<file path="config.mk">
export PLATFORM = sky130hd
export DESIGN_NAME = scl_rate_gen
export DESIGN_NICKNAME = d
export VERILOG_FILES = /design/src/rtl/scl_gen_pkg.sv /design/src/rtl/scl_rate_regs.sv /design/src/rtl/scl_in_filter.sv /design/src/rtl/scl_phase_timer.sv /design/src/rtl/scl_rate_gen.sv
export SDC_FILE = /design/constraint.sdc
export NUM_CORES = 1
export LEC_CHECK = 0
export BUFFER_PORTS_ARGS = -buffer_cell sky130_fd_sc_hd__buf_4
export CORE_ASPECT_RATIO = 2
export CORE_MARGIN = 2
export CORE_UTILIZATION = 35
export CTS_CLUSTER_DIAMETER = 40
export CTS_CLUSTER_SIZE = 24
export DETAILED_ROUTE_END_ITERATION = 8
export PLACE_DENSITY = 0.49
export SLEW_MARGIN = 5
export SYNTH_ARGS = -nofsm -noshare
export SYNTH_HDL_FRONTEND = slang
export SYNTH_SLANG_ARGS = --single-unit
</file>
<file path="constraint.sdc">
create_clock -name clk -period 4.7 [get_ports clk]
set_clock_uncertainty 0.05 [all_clocks]
set_input_delay 1.41 -clock clk [delete_from_list [all_inputs] [get_ports clk]]
set_output_delay 1.41 -clock clk [all_outputs]
set_load 0.02 [all_outputs]
</file>
<file path="src/rtl/scl_gen_pkg.sv">
package scl_gen_pkg;

  typedef enum logic [1:0] {
    PH_IDLE  = 2'd0,
    PH_LOW   = 2'd1,
    PH_HWAIT = 2'd2,
    PH_HCNT  = 2'd3
  } phase_e;

  localparam logic [1:0] ADDR_MODE = 2'd0;
  localparam logic [1:0] ADDR_LOW  = 2'd1;
  localparam logic [1:0] ADDR_HIGH = 2'd2;

  localparam int WP_BIT  = 3;
  localparam int CKS_LSB = 4;

endpackage

</file>
<file path="src/rtl/scl_rate_regs.sv">
module scl_rate_regs
  import scl_gen_pkg::*;
#(
  parameter int CKS_W  = 3,
  parameter int PER_W  = 5,
  parameter int DATA_W = 8,
  parameter logic [PER_W-1:0] LOW_RST  = '1,
  parameter logic [PER_W-1:0] HIGH_RST = '1
) (
  input  logic              clk,
  input  logic              rst,
  input  logic              we,
  input  logic [1:0]        addr,
  input  logic [DATA_W-1:0] wdata,
  output logic [DATA_W-1:0] rdata,
  output logic [CKS_W-1:0]  cks,
  output logic [PER_W-1:0]  low_per,
  output logic [PER_W-1:0]  high_per
);

  localparam int CKS_TOP = CKS_LSB + CKS_W;

  logic [CKS_W-1:0]  cks_q;
  logic [PER_W-1:0]  low_q, high_q;
  logic [DATA_W-1:0] rd_n, rdata_q;
  logic              unused_wtop;

  assign unused_wtop = ^wdata[DATA_W-1:CKS_TOP];

  always_ff @(posedge clk) begin
    if (rst) begin
      cks_q  <= '0;
      low_q  <= LOW_RST;
      high_q <= HIGH_RST;
    end else if (we) begin
      case (addr)
        ADDR_MODE: if (wdata[WP_BIT]) cks_q <= wdata[CKS_LSB +: CKS_W];
        ADDR_LOW:  low_q  <= wdata[PER_W-1:0];
        ADDR_HIGH: high_q <= wdata[PER_W-1:0];
        default: ;
      endcase
    end
  end

  always_comb begin
    rd_n = '0;
    case (addr)
      ADDR_MODE: rd_n[CKS_LSB +: CKS_W] = cks_q;
      ADDR_LOW: begin
        rd_n = '1;
        rd_n[PER_W-1:0] = low_q;
      end
      ADDR_HIGH: begin
        rd_n = '1;
        rd_n[PER_W-1:0] = high_q;
      end
      default: rd_n = '0;
    endcase
  end

  always_ff @(posedge clk) rdata_q <= rd_n;

  assign rdata    = rdata_q;
  assign cks      = cks_q;
  assign low_per  = low_q;
  assign high_per = high_q;

  // a mode write without the protect bit keeps clock-select
  assert_wp_holds_R1: assert property (@(posedge clk) disable iff (rst)
    (we && addr == ADDR_MODE && !wdata[WP_BIT]) |=> $stable(cks_q));

  // the unused top bits of a period register always read as ones
  assert_reserved_ones_R2: assert property (@(posedge clk) disable iff (rst)
    ($past(addr) == ADDR_LOW || $past(addr) == ADDR_HIGH) |->
      (rdata[DATA_W-1:PER_W] == '1));

endmodule

</file>
<file path="src/rtl/scl_in_filter.sv">
module scl_in_filter #(
  parameter int SYNC_STAGES = 2
) (
  input  logic clk,
  input  logic rst,
  input  logic scl_in,
  output logic scl_filt
);

  logic [SYNC_STAGES-1:0] sync_q;
  logic                   filt_q;
  logic                   s_prev, s_last;

  assign s_prev = sync_q[SYNC_STAGES-2];
  assign s_last = sync_q[SYNC_STAGES-1];

  always_ff @(posedge clk) begin
    if (rst) begin
      sync_q <= '1;
      filt_q <= 1'b1;
    end else begin
      sync_q <= {sync_q[SYNC_STAGES-2:0], scl_in};
      if (s_prev == s_last) filt_q <= s_last;
    end
  end

  assign scl_filt = filt_q;

  // the filtered level moves only after two matching samples
  assert_filter_two_R8: assert property (@(posedge clk) disable iff (rst)
    !$stable(filt_q) |-> ($past(s_prev) == $past(s_last)));

endmodule

</file>
<file path="src/rtl/scl_phase_timer.sv">
module scl_phase_timer #(
  parameter int CKS_W = 3,
  parameter int CNT_W = 6
) (
  input  logic             clk,
  input  logic             rst,
  input  logic             clear,
  input  logic             run,
  input  logic [CKS_W-1:0] cks,
  input  logic [CNT_W-1:0] target,
  output logic             done,
  output logic             mid
);

  localparam int PC_W = (1 << CKS_W) - 1;

  logic [PC_W-1:0]  pc_q, lim;
  logic [CNT_W-1:0] cnt_q;
  logic             tick;

  assign lim  = PC_W'((PC_W + 1)'(1) << cks) - PC_W'(1);
  assign tick = (pc_q == lim);

  always_ff @(posedge clk) begin
    if (rst || clear) begin
      pc_q  <= '0;
      cnt_q <= '0;
    end else if (run) begin
      if (tick) begin
        pc_q  <= '0;
        cnt_q <= cnt_q + CNT_W'(1);
      end else begin
        pc_q <= pc_q + PC_W'(1);
      end
    end
  end

  assign done = run && tick && (cnt_q == target - CNT_W'(1));
  assign mid  = run && tick && ((cnt_q + CNT_W'(1)) == (target >> 1));

  // every timed half starts from a cleared prescaler and count
  assert_fresh_phase_R12: assert property (@(posedge clk) disable iff (rst)
    $rose(run) |-> (cnt_q == '0 && pc_q == '0));

endmodule

</file>
<file path="src/rtl/scl_rate_gen.sv">
module scl_rate_gen
  import scl_gen_pkg::*;
#(
  parameter int CKS_W       = 3,
  parameter int PER_W       = 5,
  parameter int DATA_W      = 8,
  parameter int SYNC_STAGES = 2,
  parameter int OVH_DIRECT  = 4,
  parameter int OVH_PRESC   = 3
) (
  input  logic              clk,
  input  logic              rst,
  input  logic              gen_en,
  input  logic              soft_rst,
  input  logic              reg_we,
  input  logic [1:0]        reg_addr,
  input  logic [DATA_W-1:0] reg_wdata,
  output logic [DATA_W-1:0] reg_rdata,
  input  logic              scl_in,
  output logic              scl_drive_low,
  output logic              sample_stb,
  output logic              change_stb
);

  localparam int CNT_W = $clog2((1 << PER_W) + OVH_DIRECT);

  logic [CKS_W-1:0] cks;
  logic [PER_W-1:0] low_per, high_per, per_sel, per_eff;
  logic [CNT_W-1:0] target, ovh;
  logic             filt, done, mid, active, run, clear;
  logic             change_q, sample_q;
  phase_e           state, state_n;

  scl_rate_regs #(
    .CKS_W(CKS_W), .PER_W(PER_W), .DATA_W(DATA_W)
  ) u_regs (
    .clk(clk), .rst(rst), .we(reg_we), .addr(reg_addr), .wdata(reg_wdata),
    .rdata(reg_rdata), .cks(cks), .low_per(low_per), .high_per(high_per)
  );

  scl_in_filter #(.SYNC_STAGES(SYNC_STAGES)) u_filt (
    .clk(clk), .rst(rst), .scl_in(scl_in), .scl_filt(filt)
  );

  assign per_sel = (state == PH_HCNT) ? high_per : low_per;
  assign per_eff = (per_sel == '0) ? PER_W'(1) : per_sel;
  assign ovh     = (cks == '0) ? CNT_W'(OVH_DIRECT) : CNT_W'(OVH_PRESC);
  assign target  = CNT_W'(per_eff) + ovh;

  assign active = gen_en && !soft_rst;
  assign run    = (state == PH_LOW) || (state == PH_HCNT);
  assign clear  = (state_n != state) || !active;

  scl_phase_timer #(.CKS_W(CKS_W), .CNT_W(CNT_W)) u_timer (
    .clk(clk), .rst(rst), .clear(clear), .run(run), .cks(cks),
    .target(target), .done(done), .mid(mid)
  );

  always_comb begin
    state_n = state;
    if (!active) begin
      state_n = PH_IDLE;
    end else begin
      case (state)
        PH_IDLE:  state_n = PH_LOW;
        PH_LOW:   if (done) state_n = PH_HWAIT;
        PH_HWAIT: if (filt) state_n = PH_HCNT;
        PH_HCNT:  if (done) state_n = PH_LOW;
        default:  state_n = PH_IDLE;
      endcase
    end
  end

  always_ff @(posedge clk) begin
    if (rst) begin
      state    <= PH_IDLE;
      change_q <= 1'b0;
      sample_q <= 1'b0;
    end else begin
      state    <= state_n;
      change_q <= (state_n == PH_LOW) && (state != PH_LOW);
      sample_q <= active && (state == PH_HCNT) && mid;
    end
  end

  assign scl_drive_low = (state == PH_LOW);
  assign change_stb    = change_q;
  assign sample_stb    = sample_q;

  // disabled or soft reset releases the line on the next cycle
  assert_release_off_R12: assert property (@(posedge clk) disable iff (rst)
    !active |=> !scl_drive_low);

  // the high count begins only once the filtered line was high
  assert_hcnt_after_high_R7: assert property (@(posedge clk) disable iff (rst)
    $rose(state == PH_HCNT) |-> $past(filt));

  // the change strobe never lasts two cycles
  assert_change_single_R10: assert property (@(posedge clk) disable iff (rst)
    change_stb |=> !change_stb);

  // sampling and changing never coincide
  assert_strobes_apart_R11: assert property (@(posedge clk) disable iff (rst)
    !(change_stb && sample_stb));

endmodule

</file>
==> impl_metrics.env <==
export IMPL_dp_hpwl_microns=5130
export IMPL_yosysWarningCount=0
export IMPL_cts_tree="built"
export IMPL_yosysMostFrequentCell="dfxtp_1"
export IMPL_cts_setup_buffers=0
export IMPL_post_place_ws_ns=0.534
export IMPL_postLayoutSetupSlackWorst_ns=0.577
export IMPL_rsz0062_at_grt="no"
export IMPL_endpoint_kind="register"
export IMPL_hp_class="reg2reg"
export IMPL_initial_core_util=0.357
export IMPL_grt_max_degree=18
export IMPL_yosysSeqAreaShare=0.318
export IMPL_dieHeight_microns=125
export IMPL_cpMaxStageDelayCell="or4_4"
export IMPL_detail_route_antenna_nets=0
export IMPL_hp_start="u_filt.sync_q[0]$_SDFF_PP1_"
export IMPL_nNetsFinal=345
export IMPL_cts_buffers=5
export IMPL_reg2reg_from="state[1]$_SDFF_PP0_"
export IMPL_cts_buffer_depth=2
export IMPL_async_reset_ff_frac=0
export IMPL_cp_cell_sequence="nand2_4 -> mux2_2 -> o41ai_1 -> ha_1 -> fa_1 -> inv_1 -> ha_1 -> xor2_1 -> a211oi_1 -> o21ai_0 -> or4_4 -> nor3_4 -> mux2i_1"
export IMPL_grt_use_met1=0.178
export IMPL_cts_root_buf="clkbuf_16"
export IMPL_die_width_microns=64.7
export IMPL_syn_area_per_cell_sq_um=8.65
export IMPL_cp_num_buf_inv=1
export IMPL_postCtsHoldBufs=0
export IMPL_p_leak_nw=1.22
export IMPL_synth_cells=298
export IMPL_slew_viol_final=0
export IMPL_syn_to_final_growth_pct=16.5
export IMPL_n_antenna_cell=0
export IMPL_synth_cell_types=66
export IMPL_wl_microns=6590
export IMPL_yosys_area_top_type="dfxtp_1"
export IMPL_startpoint_type="register"
export IMPL_busiest_layer="met2"
export IMPL_cts_resized=0
export IMPL_gr_total_overflow=0
export IMPL_worstMarginPinSlew_ns=1.02
export IMPL_synth_area_sq_um=2580
export IMPL_grt_pass1_vias=2197
export IMPL_grt_pass1_wl_microns=10900
export IMPL_setup_viol=0
export IMPL_antenna_found_initial=0
export IMPL_ys_seq_elements=41
export IMPL_crit_top_cell="ha_1"
export IMPL_worstSetupPathType="reg2reg"
export IMPL_drive_above_1_share=0.154
export IMPL_r2r_slack_ns=0.58
export IMPL_drv_cap=0
export IMPL_cpPeakStageDelay_ns=0.55
export IMPL_finalHoldViolations=0
export IMPL_clock_sinks=41
export IMPL_critical_path_arrival_ns=4.29
export IMPL_portBuffers=25
export IMPL_timing_final_crit_share=0.877
export IMPL_grt_usage=0.174
export IMPL_synth_area_leaders="dfxtp_1 32%, ha_1 5.3%, xnor2_1 4.8%"
export IMPL_synth_edf_count=0
export IMPL_layout_min_cycle_time_ns=4.12
export IMPL_critPathTopFamily="simple AND/OR/NAND/NOR gates"
export IMPL_insertion_delay_ns=0.29
export IMPL_syn_nets=326
export IMPL_final_setup_tns_ns=0
export IMPL_grt_use_met3=0.0243
export IMPL_critPathLaunch="state[1]$_SDFF_PP0_"
export IMPL_synth_top_cell_area_share=0.318
export IMPL_core_sq_um=7210
export IMPL_dieArea_sq_um=8110
export IMPL_io_pins=27
export IMPL_h_tree_depth=2
export IMPL_num_rows=44
export IMPL_ys_flop_type="dfxtp_1"
export IMPL_vdd_ir_drop_max_v=0.000310
export IMPL_status="complete, no violations"
export IMPL_met2_usage=0.334
export IMPL_required_ns=4.87
export IMPL_firstDrtPassIters=4
export IMPL_fmax_mhz=243
export IMPL_drt_iter0_markers=97
export IMPL_gp_congestion=0.864
export IMPL_wl_per_cell_microns=16.1
export IMPL_viasPerCell=5.50
export IMPL_critPathMaxFanout=8
export IMPL_clkTransAtPathRegs_ns=0.06
export IMPL_vias=2255
export IMPL_p_per_area_nw_per_um2=317
export IMPL_max_slew_margin_rel=0.311
export IMPL_drc=0
export IMPL_yosys_top_cells_count="41 x dfxtp_1, 29 x nor2_1, 15 x nand2_1, 14 x xnor2_1, 13 x and3_1"
[where the power goes]
part | internal, mW | total (mW) | switching [mW]
clock network | 0.266 | 0.412 | 0.146
logic | 0.0734 | 0.170 | 0.0968
registers | 0.361 | 0.369 | 0.00823
[metrics by stage]
| stage | instance area (sq um) | util | hold WS (ns) | std cells | power [mW] |
|---|---|---|---|---|---|
| 5_1_grt | 3000 | 0.416 | 0.465 | 410 | 0.994 |
| 3_3_place_gp | 2830 | 0.392 | 0.407 | 402 | 0.547 |
| 3_5_place_dp | 2830 | 0.392 | 0.416 | 402 | 0.549 |
| 4_1_cts | 3000 | 0.416 | 0.433 | 410 | 0.962 |
| 6_report | 3000 | 0.416 | 0.424 | 410 | 0.951 |
| 2_1_floorplan | 2580 | - | 0.392 | 298 | 0.495 |
[routing by layer]
layer  routed length [microns]  share of wire
met1                      2510           0.38
met2                      3690           0.56
met3                       180          0.027
met4                       206          0.031
met5                         0              0
[registers in the layout (all words and copies together) (netlist names)]
register / count
sample_stb: 1
u_timer.cnt_q: 6
u_filt.scl_filt: 1
u_regs.rdata: 8
change_stb: 1
u_filt.sync_q: 2
state: 2
u_regs.high_per: 5
u_regs.cks: 3
u_regs.low_per: 5
u_timer.pc_q: 7
[logic make-up after synthesis]
logic type,count (synthesis),synth area share
xor+xnor,23,0.0864
simple gates,113,0.234
compound gates,70,0.204
mux,12,0.0515
buf+inv,27,0.0442
fa+ha+maj,12,0.0612
flops,41,0.318
[cell usage in the layout (no fill, tap or decap), types with 7 or more instances in the layout]
cell type / instances
dfxtp_1: 41
nor2_1: 29
buf_4: 28
nand2_1: 15
xnor2_1: 14
and3_1: 13
nand3_1: 11
ha_1: 11
inv_1: 10
a211o_1: 10
a21oi_1: 9
nor2b_1: 8
nor3_1: 8
mux2i_1: 7
xor2_1: 7
nand4_1: 7
[worst paths after layout]
path,cells after the start,end
worst max-delay path,13,state[1]$_SDFF_PP0_
worst min-delay path,1,u_filt.sync_q[1]$_SDFF_PP1_
worst max register to register,13,state[1]$_SDFF_PP0_
worst min register to register,1,u_filt.sync_q[1]$_SDFF_PP1_
[cell type report]
type,instances,area [sq um]
tap,92,115
inverter,11,41.3
multi-input combinational,230,1640
sequential,41,821
fill,764,4210
clock buffer,7,143
clock inverter,1,30.0
timing repair buffer,28,210
No activity file was read; power rests on OpenSTA's default activity.
